File: src/rtl/irq_hub_pkg.sv
package irq_hub_pkg;
    localparam int DATA_W = 8;
    localparam int ADDR_W = 5;

    localparam logic [ADDR_W-1:0] OFS_CTRL  = 5'h00;
    localparam logic [ADDR_W-1:0] OFS_A_STS = 5'h04;
    localparam logic [ADDR_W-1:0] OFS_A_REQ = 5'h05;
    localparam logic [ADDR_W-1:0] OFS_A_MSK = 5'h06;
    localparam logic [ADDR_W-1:0] OFS_B_STS = 5'h08;
    localparam logic [ADDR_W-1:0] OFS_B_REQ = 5'h09;
    localparam logic [ADDR_W-1:0] OFS_B_MSK = 5'h0A;
    localparam logic [ADDR_W-1:0] OFS_F_STS = 5'h0C;
    localparam logic [ADDR_W-1:0] OFS_F_REQ = 5'h0D;
    localparam logic [ADDR_W-1:0] OFS_F_MSK = 5'h0E;

    // bank A bit positions
    localparam int A_FALL = 2;
    localparam int A_RISE = 3;
    localparam int A_POR  = 4;
    localparam int A_TM0  = 5;
    localparam int A_TM1  = 6;
    localparam int A_ONE  = 7;

    localparam logic [DATA_W-1:0] A_CLR_MASK = 8'h7C;

    typedef enum logic {
        POR_PENDING = 1'b0,
        POR_DONE    = 1'b1
    } por_state_t;
endpackage

File: src/rtl/irq_edge_latch.sv
module irq_edge_latch #(
    parameter bit RISING = 1'b0
) (
    input  logic clk,
    input  logic rst_n,
    input  logic line_i,
    input  logic clr_i,
    output logic flag_o
);
    logic prev_q;
    logic hit;
    logic flag_q;

    always_ff @(posedge clk or negedge rst_n) begin
        if (!rst_n) prev_q <= RISING ? 1'b1 : 1'b0;
        else        prev_q <= line_i;
    end

    always_comb begin
        if (RISING) hit = line_i & ~prev_q;
        else        hit = prev_q & ~line_i;
    end

    always_ff @(posedge clk or negedge rst_n) begin
        if (!rst_n)     flag_q <= 1'b0;
        else if (hit)   flag_q <= 1'b1;
        else if (clr_i) flag_q <= 1'b0;
    end

    assign flag_o = flag_q;

    // detection beats a clear in the same cycle
    assert_set_beats_clear_R6: assert property (@(posedge clk) disable iff (!rst_n)
        (hit && clr_i) |=> flag_o);
endmodule

File: src/rtl/irq_bank_a.sv
module irq_bank_a
    import irq_hub_pkg::*;
(
    input  logic              clk,
    input  logic              rst_n,
    input  logic [1:0]        lvl_n,
    input  logic              fall_line,
    input  logic              rise_line,
    input  logic              tmr0_reload,
    input  logic              tmr1_reload,
    input  logic              clr_stb,
    input  logic [DATA_W-1:0] clr_data,
    output logic [DATA_W-1:0] sts_o
);
    localparam int N_EDGE = 2;
    localparam int N_TMR  = 2;

    logic [DATA_W-1:0] clr_bits;
    logic [N_EDGE-1:0] edge_line;
    logic [N_EDGE-1:0] edge_flag;
    logic [N_TMR-1:0]  tmr_pulse;
    logic [N_TMR-1:0]  tmr_flag;
    por_state_t        por_q;
    por_state_t        por_d;
    logic              por_flag;

    assign clr_bits  = clr_stb ? (clr_data & A_CLR_MASK) : '0;
    assign edge_line = {rise_line, fall_line};
    assign tmr_pulse = {tmr1_reload, tmr0_reload};

    for (genvar g = 0; g < N_EDGE; g++) begin : g_edge
        irq_edge_latch #(.RISING(g == 1)) u_edge (
            .clk    (clk),
            .rst_n  (rst_n),
            .line_i (edge_line[g]),
            .clr_i  (clr_bits[A_FALL + g]),
            .flag_o (edge_flag[g])
        );
    end

    for (genvar g = 0; g < N_TMR; g++) begin : g_tmr
        logic flag_q;
        always_ff @(posedge clk or negedge rst_n) begin
            if (!rst_n)                    flag_q <= 1'b0;
            else if (tmr_pulse[g])         flag_q <= 1'b1;
            else if (clr_bits[A_TM0 + g])  flag_q <= 1'b0;
        end
        assign tmr_flag[g] = flag_q;

        // a reload pulse always leaves the bit set
        assert_tmr_latch_R4: assert property (@(posedge clk) disable iff (!rst_n)
            tmr_pulse[g] |=> sts_o[A_TM0 + g]);
        // a clear without a new pulse removes the bit
        assert_tmr_clear_R5: assert property (@(posedge clk) disable iff (!rst_n)
            (clr_stb && clr_data[A_TM0 + g] && !tmr_pulse[g]) |=> !sts_o[A_TM0 + g]);
    end

    // power-on flag state register
    always_ff @(posedge clk or negedge rst_n) begin
        if (!rst_n) por_q <= POR_PENDING;
        else        por_q <= por_d;
    end

    // power-on flag next state and output
    always_comb begin
        por_d    = por_q;
        por_flag = 1'b0;
        unique case (por_q)
            POR_PENDING: begin
                por_flag = 1'b1;
                if (clr_bits[A_POR]) por_d = POR_DONE;
            end
            POR_DONE: begin
                por_flag = 1'b0;
                por_d    = POR_DONE;
            end
        endcase
    end

    assign sts_o = {1'b1, tmr_flag, por_flag, edge_flag, ~lvl_n};

    // edges seen on the lines land in the status byte
    assert_fall_latch_R3: assert property (@(posedge clk) disable iff (!rst_n)
        ($past(rst_n) && $fell(fall_line)) |=> sts_o[A_FALL]);
    assert_rise_latch_R3: assert property (@(posedge clk) disable iff (!rst_n)
        ($past(rst_n) && $rose(rise_line)) |=> sts_o[A_RISE]);
    // the power-on bit never returns once cleared
    assert_por_sticky_R12: assert property (@(posedge clk) disable iff (!rst_n)
        !sts_o[A_POR] |=> !sts_o[A_POR]);
    // level bits follow the pins regardless of clear writes
    assert_lvl_live_R5: assert property (@(posedge clk) disable iff (!rst_n)
        (clr_stb && !$stable(lvl_n)) |-> (sts_o[1:0] == ~lvl_n));
endmodule

File: src/rtl/irq_regs.sv
module irq_regs
    import irq_hub_pkg::*;
(
    input  logic              clk,
    input  logic              rst_n,
    input  logic [ADDR_W-1:0] addr,
    input  logic              wr,
    input  logic [DATA_W-1:0] wdata,
    input  logic [DATA_W-1:0] sts_a,
    input  logic [DATA_W-1:0] sts_b,
    input  logic [DATA_W-1:0] sts_f,
    input  logic              fall_line,
    input  logic              rise_line,
    output logic              clr_a_stb,
    output logic [DATA_W-1:0] req_a,
    output logic [DATA_W-1:0] req_b,
    output logic [DATA_W-1:0] req_f,
    output logic [DATA_W-1:0] rdata
);
    localparam int N_BANK = 3;

    logic [ADDR_W-1:0] msk_ofs [N_BANK];
    logic [DATA_W-1:0] msk_q   [N_BANK];

    assign msk_ofs[0] = OFS_A_MSK;
    assign msk_ofs[1] = OFS_B_MSK;
    assign msk_ofs[2] = OFS_F_MSK;

    for (genvar g = 0; g < N_BANK; g++) begin : g_msk
        always_ff @(posedge clk or negedge rst_n) begin
            if (!rst_n)                        msk_q[g] <= '0;
            else if (wr && addr == msk_ofs[g]) msk_q[g] <= wdata;
        end

        // an enable write is visible the next cycle
        assert_msk_write_R9: assert property (@(posedge clk) disable iff (!rst_n)
            (wr && addr == msk_ofs[g]) |=> (msk_q[g] == $past(wdata)));
    end

    assign clr_a_stb = wr && (addr == OFS_A_REQ);

    assign req_a = sts_a & msk_q[0];
    assign req_b = sts_b & msk_q[1];
    assign req_f = sts_f & msk_q[2];

    always_comb begin
        case (addr)
            OFS_CTRL:  rdata = {rise_line, fall_line, 6'b0};
            OFS_A_STS: rdata = sts_a;
            OFS_A_REQ: rdata = req_a;
            OFS_A_MSK: rdata = msk_q[0];
            OFS_B_STS: rdata = sts_b;
            OFS_B_REQ: rdata = req_b;
            OFS_B_MSK: rdata = msk_q[1];
            OFS_F_STS: rdata = sts_f;
            OFS_F_REQ: rdata = req_f;
            OFS_F_MSK: rdata = msk_q[2];
            default:   rdata = '0;
        endcase
    end
endmodule

File: src/rtl/irq_hub.sv
module irq_hub
    import irq_hub_pkg::*;
(
    input  logic       clk,
    input  logic       rst_n,
    input  logic [4:0] reg_addr,
    input  logic       reg_wr,
    input  logic [7:0] reg_wdata,
    output logic [7:0] reg_rdata,
    input  logic [1:0] a_lvl_n,
    input  logic       a_fall_line,
    input  logic       a_rise_line,
    input  logic       tmr0_reload,
    input  logic       tmr1_reload,
    input  logic [5:0] b_lvl_n,
    input  logic       ser_tx_done,
    input  logic       ser_rx_done,
    input  logic [1:0] f_hi,
    input  logic [4:0] f_lo_n,
    output logic       irq_o,
    output logic       fiq_o
);
    logic [DATA_W-1:0] sts_a;
    logic [DATA_W-1:0] sts_b;
    logic [DATA_W-1:0] sts_f;
    logic [DATA_W-1:0] req_a;
    logic [DATA_W-1:0] req_b;
    logic [DATA_W-1:0] req_f;
    logic              clr_a_stb;

    assign sts_b = {ser_rx_done, ser_tx_done, ~b_lvl_n};
    assign sts_f = {1'b1, ~f_lo_n, f_hi};

    irq_bank_a u_bank_a (
        .clk         (clk),
        .rst_n       (rst_n),
        .lvl_n       (a_lvl_n),
        .fall_line   (a_fall_line),
        .rise_line   (a_rise_line),
        .tmr0_reload (tmr0_reload),
        .tmr1_reload (tmr1_reload),
        .clr_stb     (clr_a_stb),
        .clr_data    (reg_wdata),
        .sts_o       (sts_a)
    );

    irq_regs u_regs (
        .clk       (clk),
        .rst_n     (rst_n),
        .addr      (reg_addr),
        .wr        (reg_wr),
        .wdata     (reg_wdata),
        .sts_a     (sts_a),
        .sts_b     (sts_b),
        .sts_f     (sts_f),
        .fall_line (a_fall_line),
        .rise_line (a_rise_line),
        .clr_a_stb (clr_a_stb),
        .req_a     (req_a),
        .req_b     (req_b),
        .req_f     (req_f),
        .rdata     (reg_rdata)
    );

    assign irq_o = (|req_a) | (|req_b);
    assign fiq_o = |req_f;

    // the constant fast source alone raises fiq_o once enabled
    assert_fiq_const_R10: assert property (@(posedge clk) disable iff (!rst_n)
        req_f[7] |-> fiq_o);
    // no request bits means no normal interrupt
    assert_irq_quiet_R10: assert property (@(posedge clk) disable iff (!rst_n)
        (req_a == '0 && req_b == '0) |-> !irq_o);
    // the fast bank top bit is always set
    assert_fiq_top_R8: assert property (@(posedge clk) disable iff (!rst_n)
        sts_f[7]);
endmodule

File: config.mk
export PLATFORM = sky130hd
export DESIGN_NAME = irq_hub
export DESIGN_NICKNAME = d
export VERILOG_FILES = /design/src/rtl/irq_hub_pkg.sv /design/src/rtl/irq_edge_latch.sv /design/src/rtl/irq_bank_a.sv /design/src/rtl/irq_regs.sv /design/src/rtl/irq_hub.sv
export SDC_FILE = /design/constraint.sdc
export NUM_CORES = 1
export LEC_CHECK = 0
export BUFFER_PORTS_ARGS = -buffer_cell sky130_fd_sc_hd__buf_2
export CAP_MARGIN = 20
export CORE_MARGIN = 2
export CORE_UTILIZATION = 57
export CTS_CLUSTER_SIZE = 30
export DETAILED_ROUTE_END_ITERATION = 6
export PLACE_DENSITY = 0.86
export SYNTH_ARGS = -nofsm -noshare
export SYNTH_HDL_FRONTEND = slang
export SYNTH_HIERARCHICAL = 1
export SYNTH_SLANG_ARGS = --single-unit
export TNS_END_PERCENT = 100
File: constraint.sdc
create_clock -name clk -period 2.7 [get_ports clk]
set_clock_uncertainty 0.2 [all_clocks]
set_input_delay 0.135 -clock clk [delete_from_list [all_inputs] [get_ports clk]]
set_output_delay 0.135 -clock clk [all_outputs]
set_load 0.01 [all_outputs]
==> results.yml <==
floorplanning:
  io_pins: 47
  die_y_um: 65.7
  dieArea_mm2: 0.00432
  start_util_pct: 59.3
  die-width_um: 65.7
  core-area_mm2: 0.00366
  row_count: 22
critical_path:
  cp-start-kind: "input port"
  crit_arrival_ns: 2.19
  worstSetupEndpointType: "flip-flop"
  critical_path_class: "in2reg"
  cp_max_fo: 17
  cp.required_ns: 2.67
  cp_slowest_cell: "dlygate4sd3_1"
  slowest_delay_ns: 0.55
  crit_path_cell_trace: "buf_2 -> nor3b_1 -> and3_1 -> nand2_1 -> a21o_1 -> dlygate4sd3_1"
synth:
  synth_edf_count: 0
  postSynth.asyncResetShare_pct: 100
  yosysTopAreaCell: "dfrtp_1"
  yosys-top-cells-area: "dfrtp_1 35%, mux2_2 15%, and2_1 5.2%"
  synthesis.area_mm2: 0.00217
  ys_warn_count: 6
  ys_ff_latch: 31
  synth.avg_cell_area_um2: 9.40
  synth_top_area_share_pct: 34.6
  synth_ff_type: "dfrtp_1"
  ys_types: 48
  synth_cells: 231
  yosysSeqAreaShare_pct: 35.8
sta:
  fmax_ghz: 0.450
  hold_viol: 0
  setup_violations: 0
  period_share_pct: 82.4
  fin_crit_ns: 2.22
  tns_ns: 0
  rsz0062_at_grt: "false"
  slew_viol_final: 0
  tightestPinTransition_ns: 0.668
  slew_headroom_pct: 55.4
min_path:
  hp-class: "in2reg"
placed_design:
  hpwl_um: 4140
  io_buffers: 46
  place_area_mm2: 0.00238
  gp_congestion: 0.926
outcome:
  outcome: "finished clean"
global_route:
  grt_max_degree: 32
  grt.overflow.total: 0
  grt_first_pass_wirelength_um: 9320
  grt_usage_pct: 29.4
  use_met2_pct: 48.4
  antenna_found_initial: 0
  grt_pass1_vias: 1934
  grtUsageMet3_pct: 5.14
  grt.busiest_layer: "met2"
  use_met1_pct: 37.5
drt:
  drtPass1Iterations: 5
  drcViolationCount: 0
  vias: 2000
  routed_wl_um: 5820
  wl_per_cell_um: 17.3
  drt_iter0_markers: 149
  ant_nets: 0
  routed_via_density: 5.93
cts:
  cts_tree: "yes"
  clk_pin_slew_ns: 0.06
  clockRootBuffer: "clkbuf_8"
  postCtsSetupBuffers: 0
  h-tree-depth: 2
  cts_buffers: 5
  clk_path_buf_depth: 2
  clkLatencyLatePin_ns: 0.28
  cts.sinks: 31
final_layout:
  antenna_cells: 0
  fillers: 297
  drive_gt1_share_pct: 31.8
  final_nets: 325
  design_area_mm2: 0.00263
  synthToLayoutAreaGrowth_pct: 21.3
power:
  power_leakage_nw: 1.32
  ir_drop_mv: 0.475
  cellPowerDensity_mw_per_mm2: 509
job:
  maxCapViolations: 0
## flip-flops by register name (all words and copies together), names as in the netlist
name and count:
u_bank_a/g_tmr.flag_q 2, u_bank_a/por_q 1, u_regs/msk_q 24, u_bank_a/g_edge.u_edge/flag_o 2
u_bank_a/g_edge.u_edge/prev_q 2
## cells by family after synthesis
logic type             after synthesis  share of synthesized area (%)
DFF                                 31                           35.8
other                                2                          0.346
and+or+nand+nor                     74                           20.7
muxes                               35                           18.4
buffers and inverters               40                           8.64
AOI/OAI and AO/OA                   49                           16.1
## stage by stage
stage	power, mW	utilization, %	hold WS, ns	cells	worst slack, ns
2_1_floorplan	0.812	-	-0.361	232	1.11
6_report	1.34	71.9	0.203	337	0.476
5_1_grt	1.41	71.9	0.235	337	0.444
3_3_place_gp	0.910	65.1	0.00438	314	0.674
4_1_cts	1.34	71.9	0.201	337	0.536
3_5_place_dp	0.923	65.1	0.00628	314	0.605
## cell type report
class | instances | area (um2) | share of cell area, %
repair buffers | 61 | 380 | 14.4
flip-flops and latches | 31 | 777 | 29.5
multi-input cells | 161 | 1210 | 46.0
inverters | 28 | 105 | 3.99
well taps | 48 | 60.1 | 2.28
clock buffers | 8 | 100 | 3.80
## worst paths after layout
| path | start | end | slack, ns | depth (start not counted) |
|---|---|---|---|---|
| max in group asynchronous | rst_n | u_bank_a/g_edge[0].u_edge/flag_o | 1.66 | 2 |
| min | reg_wr | u_bank_a/por_q | 0.20 | 4 |
| max | reg_addr[2] | u_bank_a/g_tmr[1].flag_q | 0.48 | 6 |
| min in group asynchronous | rst_n | u_regs/msk_q[12] | 0.21 | 2 |
| max reg2reg | u_bank_a/g_tmr[0].flag_q | u_bank_a/g_tmr[0].flag_q | 1.26 | 2 |
| min reg2reg | u_bank_a/por_q | u_bank_a/por_q | 0.30 | 2 |
## power by group
part	switching, mW	leakage (nW)	total [mW]	internal (mW)
combinational	0.164	0.893	0.340	0.176
clock	0.167	0.0515	0.399	0.232
sequential	0.0637	0.373	0.602	0.538
total	0.395	1.32	1.34	0.947
## Yosys cell counts (all sizes together) (2+ instances only)
| cell type | count |
|---|---|
| a2111oi | 2 |
| mux2 | 29 |
| o211ai | 4 |
| mux2i | 5 |
| a22o | 2 |
| a21oi | 3 |
| nor4 | 6 |
| dfrtp | 30 |
| or3b | 2 |
| o311ai | 2 |
| o21ai | 13 |
| inv | 28 |
| nor2 | 12 |
| o22a | 2 |
| nand4 | 2 |
| nand3 | 4 |
| clkbuf | 2 |
| a22oi | 4 |
| buf | 10 |
| nand2b | 3 |
| nor2b | 5 |
| o22ai | 5 |
| nand2 | 15 |
| a21o | 5 |
| conb | 2 |
| and2 | 20 |
## cells in the final DEF (no fill, tap or decap), types with 2 or more instances in the layout
cell type,netlist,layout
buf_2,3,46
dfrtp_1,30,30
inv_1,28,28
mux2_2,28,28
and2_1,18,18
dlygate4sd3_1,0,15
nand2_1,14,14
o21ai_0,13,13
nor2_1,9,9
clkbuf_8,0,7
nor4_1,6,6
a21o_1,5,5
nor2b_1,5,5
mux2i_1,5,5
nand3_1,4,4
o211ai_1,4,4
a22oi_1,4,4
conb_1,2,3
nand2b_1,3,3
o22ai_1,3,3
a21oi_1,3,3
nand4_1,2,2
and2_2,2,2
o22ai_2,2,2
or3b_1,2,2
o22a_1,2,2
a22o_1,2,2
a2111oi_0,2,2
o311ai_0,2,2
nor2_8,2,2
## critical path, delay by kind of cell
family | cells | cell delay (ns)
AO/OA/AOI/OAI | 1 | 0.19
buffers and inverters | 2 | 0.85
AND/OR/NAND/NOR | 3 | 1.02
## routing by layer
metal,vias up,routed length (um)
met1,948,2330
met4,0,156
met3,17,449
li1,919,-
met5,-,0
met2,116,2880
## timing repair
item	4_1_cts	5_1_grt
endpoints found under the hold margin	61	0
hold buffers	15	0
gates resized for setup	0	0
(Power assumes the default switching activity.)
